File: src/rtl/regfile_pkg.sv
package regfile_pkg;

  typedef enum logic [1:0] {
    SZ_BYTE = 2'd0,
    SZ_BCD  = 2'd1,
    SZ_WORD = 2'd2,
    SZ_LONG = 2'd3
  } accSize_e;

  // Write strobes handed from control to datapath
  typedef struct packed {
    logic       upperEn;   // write bits 15..8 of the selected register(s)
    logic       lowerEn;   // write bits 7..0 of the selected register(s)
    logic       pairMode;  // longword: base gets high half, base+1 gets low half
    logic [2:0] baseIdx;
  } wrStrobe_t;

endpackage

File: src/rtl/rf_control.sv
module rf_control
  import regfile_pkg::*;
#(
  parameter int REG_COUNT = 8,
  localparam int IDX_W = $clog2(REG_COUNT)
) (
  input  logic             wrEn,
  input  logic [1:0]       wrSize,
  input  logic [IDX_W-1:0] wrIdx,
  input  logic [1:0]       rdSizeA,
  input  logic [IDX_W-1:0] rdIdxA,
  input  logic [1:0]       rdSizeB,
  input  logic [IDX_W-1:0] rdIdxB,
  output wrStrobe_t        strobes,
  output logic             rdBadA,
  output logic             rdBadB,
  output logic             illegalReg
);

  logic wrBad;
  logic wrNarrow;

  always_comb begin
    wrBad    = (wrSize == SZ_LONG) && wrIdx[0];
    wrNarrow = (wrSize == SZ_BYTE) || (wrSize == SZ_BCD);
    rdBadA   = (rdSizeA == SZ_LONG) && rdIdxA[0];
    rdBadB   = (rdSizeB == SZ_LONG) && rdIdxB[0];

    strobes.lowerEn  = wrEn && !wrBad;
    strobes.upperEn  = wrEn && !wrBad && !wrNarrow;
    strobes.pairMode = (wrSize == SZ_LONG);
    strobes.baseIdx  = wrIdx;

    illegalReg = (wrEn && wrBad) || rdBadA || rdBadB;
  end

endmodule

File: src/rtl/rf_datapath.sv
module rf_datapath
  import regfile_pkg::*;
#(
  parameter int REG_COUNT = 8,
  parameter int REG_WIDTH = 16,
  localparam int IDX_W  = $clog2(REG_COUNT),
  localparam int HALF_W = REG_WIDTH / 2
) (
  input  logic                                clk,
  input  logic                                rst,
  input  wrStrobe_t                           strobes,
  input  logic [2*REG_WIDTH-1:0]              wrData,
  output logic [REG_COUNT-1:0][REG_WIDTH-1:0] regFile
);

  logic [REG_COUNT-1:0] hitReg;
  logic [REG_COUNT-1:0] upperWr;
  logic [REG_COUNT-1:0] lowerWr;

  for (genvar k = 0; k < REG_COUNT; k++) begin : g_reg
    logic [REG_WIDTH-1:0] srcWord;

    always_comb begin
      hitReg[k] = (strobes.baseIdx == IDX_W'(k)) ||
                  (strobes.pairMode && ({strobes.baseIdx[IDX_W-1:1], 1'b1} == IDX_W'(k)));
      upperWr[k] = hitReg[k] && strobes.upperEn;
      lowerWr[k] = hitReg[k] && strobes.lowerEn;
      if (strobes.pairMode && !k[0])
        srcWord = wrData[2*REG_WIDTH-1:REG_WIDTH];
      else
        srcWord = wrData[REG_WIDTH-1:0];
    end

    always_ff @(posedge clk) begin
      if (rst) begin
        regFile[k] <= '0;
      end else begin
        if (upperWr[k]) regFile[k][REG_WIDTH-1:HALF_W] <= srcWord[REG_WIDTH-1:HALF_W];
        if (lowerWr[k]) regFile[k][HALF_W-1:0]         <= srcWord[HALF_W-1:0];
      end
    end

    // narrow write keeps the upper half of the target
    assert_upper_kept_R2: assert property (@(posedge clk) disable iff (rst)
      (lowerWr[k] && !upperWr[k]) |=> $stable(regFile[k][REG_WIDTH-1:HALF_W]));

    // full single-register write lands entirely
    assert_word_write_R4: assert property (@(posedge clk) disable iff (rst)
      (upperWr[k] && !strobes.pairMode) |=> (regFile[k] == $past(wrData[REG_WIDTH-1:0])));
  end

  // reset clears storage
  assert_reset_clear_R1: assert property (@(posedge clk) rst |=> (regFile == '0));

  // longword halves land in the even/odd pair
  assert_pair_high_R5: assert property (@(posedge clk) disable iff (rst)
    (strobes.pairMode && strobes.upperEn) |=>
      (regFile[$past(strobes.baseIdx)] == $past(wrData[2*REG_WIDTH-1:REG_WIDTH])));
  assert_pair_low_R5: assert property (@(posedge clk) disable iff (rst)
    (strobes.pairMode && strobes.upperEn) |=>
      (regFile[$past(strobes.baseIdx) + IDX_W'(1)] == $past(wrData[REG_WIDTH-1:0])));

  // at most a pair of registers is touched in one cycle
  assert_touch_limit_R6: assert property (@(posedge clk) disable iff (rst)
    $countones(lowerWr) <= 2);

endmodule

File: src/rtl/rf_read_shaper.sv
module rf_read_shaper
  import regfile_pkg::*;
#(
  parameter int REG_COUNT = 8,
  parameter int REG_WIDTH = 16,
  localparam int IDX_W  = $clog2(REG_COUNT),
  localparam int HALF_W = REG_WIDTH / 2
) (
  input  logic                                clk,
  input  logic                                rst,
  input  logic [REG_COUNT-1:0][REG_WIDTH-1:0] regFile,
  input  logic [1:0]                          rdSize,
  input  logic [IDX_W-1:0]                    rdIdx,
  input  logic                                rdBad,
  output logic [2*REG_WIDTH-1:0]              rdData
);

  logic [REG_WIDTH-1:0] selWord;
  logic [REG_WIDTH-1:0] mateWord;

  always_comb begin
    selWord  = regFile[rdIdx];
    mateWord = regFile[{rdIdx[IDX_W-1:1], 1'b1}];
    rdData   = '0;
    if (!rdBad) begin
      case (accSize_e'(rdSize))
        SZ_BYTE, SZ_BCD: rdData[HALF_W-1:0]    = selWord[HALF_W-1:0];
        SZ_WORD:         rdData[REG_WIDTH-1:0] = selWord;
        SZ_LONG:         rdData                = {selWord, mateWord};
        default:         rdData                = '0;
      endcase
    end
  end

  // narrow reads are zero-extended
  assert_narrow_zext_R8: assert property (@(posedge clk) disable iff (rst)
    (rdSize[1] == 1'b0) |-> (rdData[2*REG_WIDTH-1:HALF_W] == '0));

  // an illegal pair index yields zero data
  assert_bad_zero_R10: assert property (@(posedge clk) disable iff (rst)
    rdBad |-> (rdData == '0));

endmodule

File: src/rtl/sized_regfile.sv
module sized_regfile
  import regfile_pkg::*;
(
  input  logic        clk,
  input  logic        rst,
  input  logic        wrEn,
  input  logic [1:0]  wrSize,
  input  logic [2:0]  wrIdx,
  input  logic [31:0] wrData,
  input  logic [1:0]  rdSizeA,
  input  logic [2:0]  rdIdxA,
  output logic [31:0] rdDataA,
  input  logic [1:0]  rdSizeB,
  input  logic [2:0]  rdIdxB,
  output logic [31:0] rdDataB,
  output logic        illegalReg
);

  localparam int REG_COUNT = 8;
  localparam int REG_WIDTH = 16;

  wrStrobe_t                           strobes;
  logic                                rdBadA;
  logic                                rdBadB;
  logic [REG_COUNT-1:0][REG_WIDTH-1:0] regFile;

  rf_control #(.REG_COUNT(REG_COUNT)) u_ctrl (
    .wrEn(wrEn), .wrSize(wrSize), .wrIdx(wrIdx),
    .rdSizeA(rdSizeA), .rdIdxA(rdIdxA),
    .rdSizeB(rdSizeB), .rdIdxB(rdIdxB),
    .strobes(strobes), .rdBadA(rdBadA), .rdBadB(rdBadB),
    .illegalReg(illegalReg)
  );

  rf_datapath #(.REG_COUNT(REG_COUNT), .REG_WIDTH(REG_WIDTH)) u_dp (
    .clk(clk), .rst(rst), .strobes(strobes), .wrData(wrData), .regFile(regFile)
  );

  rf_read_shaper #(.REG_COUNT(REG_COUNT), .REG_WIDTH(REG_WIDTH)) u_rdA (
    .clk(clk), .rst(rst), .regFile(regFile),
    .rdSize(rdSizeA), .rdIdx(rdIdxA), .rdBad(rdBadA), .rdData(rdDataA)
  );

  rf_read_shaper #(.REG_COUNT(REG_COUNT), .REG_WIDTH(REG_WIDTH)) u_rdB (
    .clk(clk), .rst(rst), .regFile(regFile),
    .rdSize(rdSizeB), .rdIdx(rdIdxB), .rdBad(rdBadB), .rdData(rdDataB)
  );

  // odd-index longword write raises the flag in the same cycle
  assert_odd_write_flag_R6: assert property (@(posedge clk) disable iff (rst)
    (wrEn && (wrSize == 2'd3) && wrIdx[0]) |-> illegalReg);

  // odd-index longword read raises the flag
  assert_odd_read_flag_R10: assert property (@(posedge clk) disable iff (rst)
    (((rdSizeA == 2'd3) && rdIdxA[0]) || ((rdSizeB == 2'd3) && rdIdxB[0])) |-> illegalReg);

endmodule

File: config.mk
export PLATFORM = sky130hd
export DESIGN_NAME = sized_regfile
export DESIGN_NICKNAME = d
export VERILOG_FILES = /design/src/rtl/regfile_pkg.sv /design/src/rtl/rf_control.sv /design/src/rtl/rf_datapath.sv /design/src/rtl/rf_read_shaper.sv /design/src/rtl/sized_regfile.sv
export SDC_FILE = /design/constraint.sdc
export NUM_CORES = 1
export LEC_CHECK = 0
export ABC_AREA = 0
export CAP_MARGIN = 20
export CORE_ASPECT_RATIO = 0.6
export CORE_MARGIN = 8
export CORE_UTILIZATION = 30
export CTS_CLUSTER_DIAMETER = 200
export DETAILED_ROUTE_END_ITERATION = 16
export MAX_ROUTING_LAYER = met4
export RECOVER_POWER = 50
export SLEW_MARGIN = 0
export SYNTH_ARGS = -nofsm -noshare
export SYNTH_HDL_FRONTEND = slang
export SYNTH_HIERARCHICAL = 1
export SYNTH_SLANG_ARGS = --single-unit
File: constraint.sdc
create_clock -name clk -period 2.1 [get_ports clk]
set_input_delay 0.42 -clock clk [delete_from_list [all_inputs] [get_ports clk]]
set_output_delay 0.42 -clock clk [all_outputs]
set_load 0.01 [all_outputs]
==> metrics.cfg <==
[run_status]
status=finished, violations left
violations=negative setup slack

[worst_setup_path]
worstPathRequired_ps=1680
reg2reg_to=u_dp/regFile[71]
rr_worst_depth=2
cp.arrival_ps=1730
r2r_start=u_dp/regFile[71]
start_kind=input pin
path_class=in -> out
critPathCaptureType=output pin
r2r_slack_ps=1340
crit_fanout=6

[cells_and_area]
nets=1019
final_cells=1342
top_register=u_dp/regFile
design_area_um2=10860
utilization=0.4157
layout-drive-gt1-share=0.3910
reg_top3=u_dp/regFile (128)
area_delta_synth_final_pct=37.66
fillers=2578
largest_reg_flops=128
diodes=0

[clocking]
cts_htree_levels=4
cts_buffers=17
clock_sinks=128
worst_skew_pair.late_latency_ps=430
cts_tree=built
clockRootBuffer=clkbuf_16
cts_buffer_depth=2
clkTransAtPathRegs_ps=60

[sta]
period_share=1.024
slew_violations=0
hold_violations=0
max-slew-margin-rel=0.6960
rsz0062_at_grt=true
fmax_ghz=0.4649
min_period_ps=2151
setup_viol_count_final=13
setup_slack_ps=-50.92
tightest_slew_ps=443.4
clock_skew_ps=0

[place]
dpl-instance-area_um2=10070
preCtsSetupSlack_ps=-960.3
detailed_place_hpwl_um=20490
io_buffers=114
dpl.cell_count=1296
gp_congestion=0.8917

[floorplanning]
dieArea_um2=31920
start_util=0.3020
die_w_um=225.4
pin_count=115
rows=46
coreArea_um2=26130
fp.dieH_um=141.6

[logic_synthesis]
synthFlopType=dfxtp_1
synthMuxAreaShare=0.2791
async_flop_share=0
synth_compound_gate_area_share=0.1462
synth_edf_count=0
synth.most_common_cell=dfxtp_1
synth_nets=843
synth_fa_ha_area_frac=0
ys.warnings.count=6
synth-seq-cells=128
yosys-top-cells-area=dfxtp_1 (32%), mux2i_1 (14%), mux4_2 (14%)
syn_avg_cell_area_um2=9.951
synthCells=793
synth_top_area_cell=dfxtp_1
synthXorXnorAreaFrac=0
yosysSeqAreaShare=0.3247
synth-simple-area-share=0.1814
ys_types=40
synthTopCellsByCount=dfxtp_1 (128), mux2i_1 (112), nor2_1 (82)
synth.cell_area_um2=7891
synth_top_family_by_area=multiplexers
synth_top_area_share=0.3247

[power]
power_density_nw_per_um2=644.5
leakage_nw=4.202
ir_worst_vdd_v=0.0003622

[detailed_routing]
wl_um=28310
dr.first_iter.drc_count=615
drt.antenna.violating_nets=0
drcViolationCount=0
num_vias=7017
vias_per_cell=5.229
drt_first_pass_iters=5
wire_per_inst_um=21.10

[global_routing]
grt_max_degree=43
grt_first_pass_wirelength_um=42350
antenna_found_initial=0
grt_pass1_vias=6866
globalRouteTotalUtil=0.1802
overflow=0

[worst_hold_path]
min_to=u_dp/regFile[64]
min_path_type=in -> reg
hold_start=rst
min_path_cells=2

[job]
maxCapViolations=0

[cells by family (layout without fill, tap and decap cells)]
family,Yosys count,in the layout
buffers and inverters,76,265
AO/OA/AOI/OAI,155,155
flip-flops,128,128
AND/OR/NAND/NOR,274,274
multiplexers,160,160
[power by group]
| group | total, W | switching (W) | internal [W] |
|---|---|---|---|
| combinational | 0.00111 | 0.000561 | 0.000549 |
| sequential | 0.00253 | 0.0000409 | 0.00249 |
| clock | 0.00336 | 0.00113 | 0.00223 |
| total | 0.00700 | 0.00173 | 0.00527 |
[routing by layer]
layer  wire (µm)  track usage  part of all wire  up-vias
met2       12030       0.2576              0.43      310
li1            -            -                 -     3265
met1       13270       0.2453              0.47     3399
met4         597      0.05726             0.021        0
met5           0            -                 0        -
met3        2413      0.04721             0.085       43
[critical path, cell delays in order]
cell and delay, ps:
clkdlybuf4s15_2 210, and3_4 200, nand3b_1 250, buf_4 210
clkbuf_16 160, a21oi_1 120, buf_2 160
[cell usage in the layout, fill, tap and decap left out, types with 16 or more instances in the layout]
master	n
mux2i_1	106
dfxtp_1	95
nor2_1	81
buf_4	76
nand2b_1	66
buf_2	62
a211oi_1	60
nand2_1	54
mux4_2	48
clkdlybuf4s50_1	37
dfxtp_2	33
buf_12	27
a21oi_1	24
clkbuf_16	18
nand3b_1	18
o21ai_0	16
[layout make-up]
type,count,area [µm²],area share
multi-input combinational,589,4981,0.4585
sequential,128,2604,0.2397
timing repair buffer,233,2162,0.1990
clock buffer,23,488.0,0.04492
tap,360,450.4,0.04147
clock inverter,9,177.7,0.01636
[per-stage QoR]
stage / hold WS [ps] / total power [W] / setup TNS (ps)
finish: 443.7 / 0.007001 / -339.3
global route: 452.7 / 0.007209 / -2431
CTS: 424.5 / 0.007031 / -305.0
detailed placement: 476.8 / 0.003601 / -70400
global placement: 469.1 / 0.003591 / -69260
floorplan: 455.6 / 0.003118 / 0
[worst max-delay path by stage]
stage | startpoint | endpoint | depth (start not counted)
finish | rdSizeA[1] | rdDataA[19] | 7
global route | u_dp/regFile[109] | rdDataB[29] | 4
CTS | u_dp/regFile[125] | rdDataA[29] | 4
detailed placement | rdIdxA[0] | rdDataA[1] | 7
global placement | rdIdxA[0] | rdDataA[2] | 7
floorplan | rdIdxA[0] | rdDataA[17] | 5
[timing repair]
action / in CTS / in global routing
hold buffers: 0 / 0
pin swaps: 14 / 20
gates cloned: 4 / 1
setup endpoints to repair: 65 / 39
buffers inserted: 8 / 3
resized for setup: 328 / 66
Power figures use the tool's default switching activity.
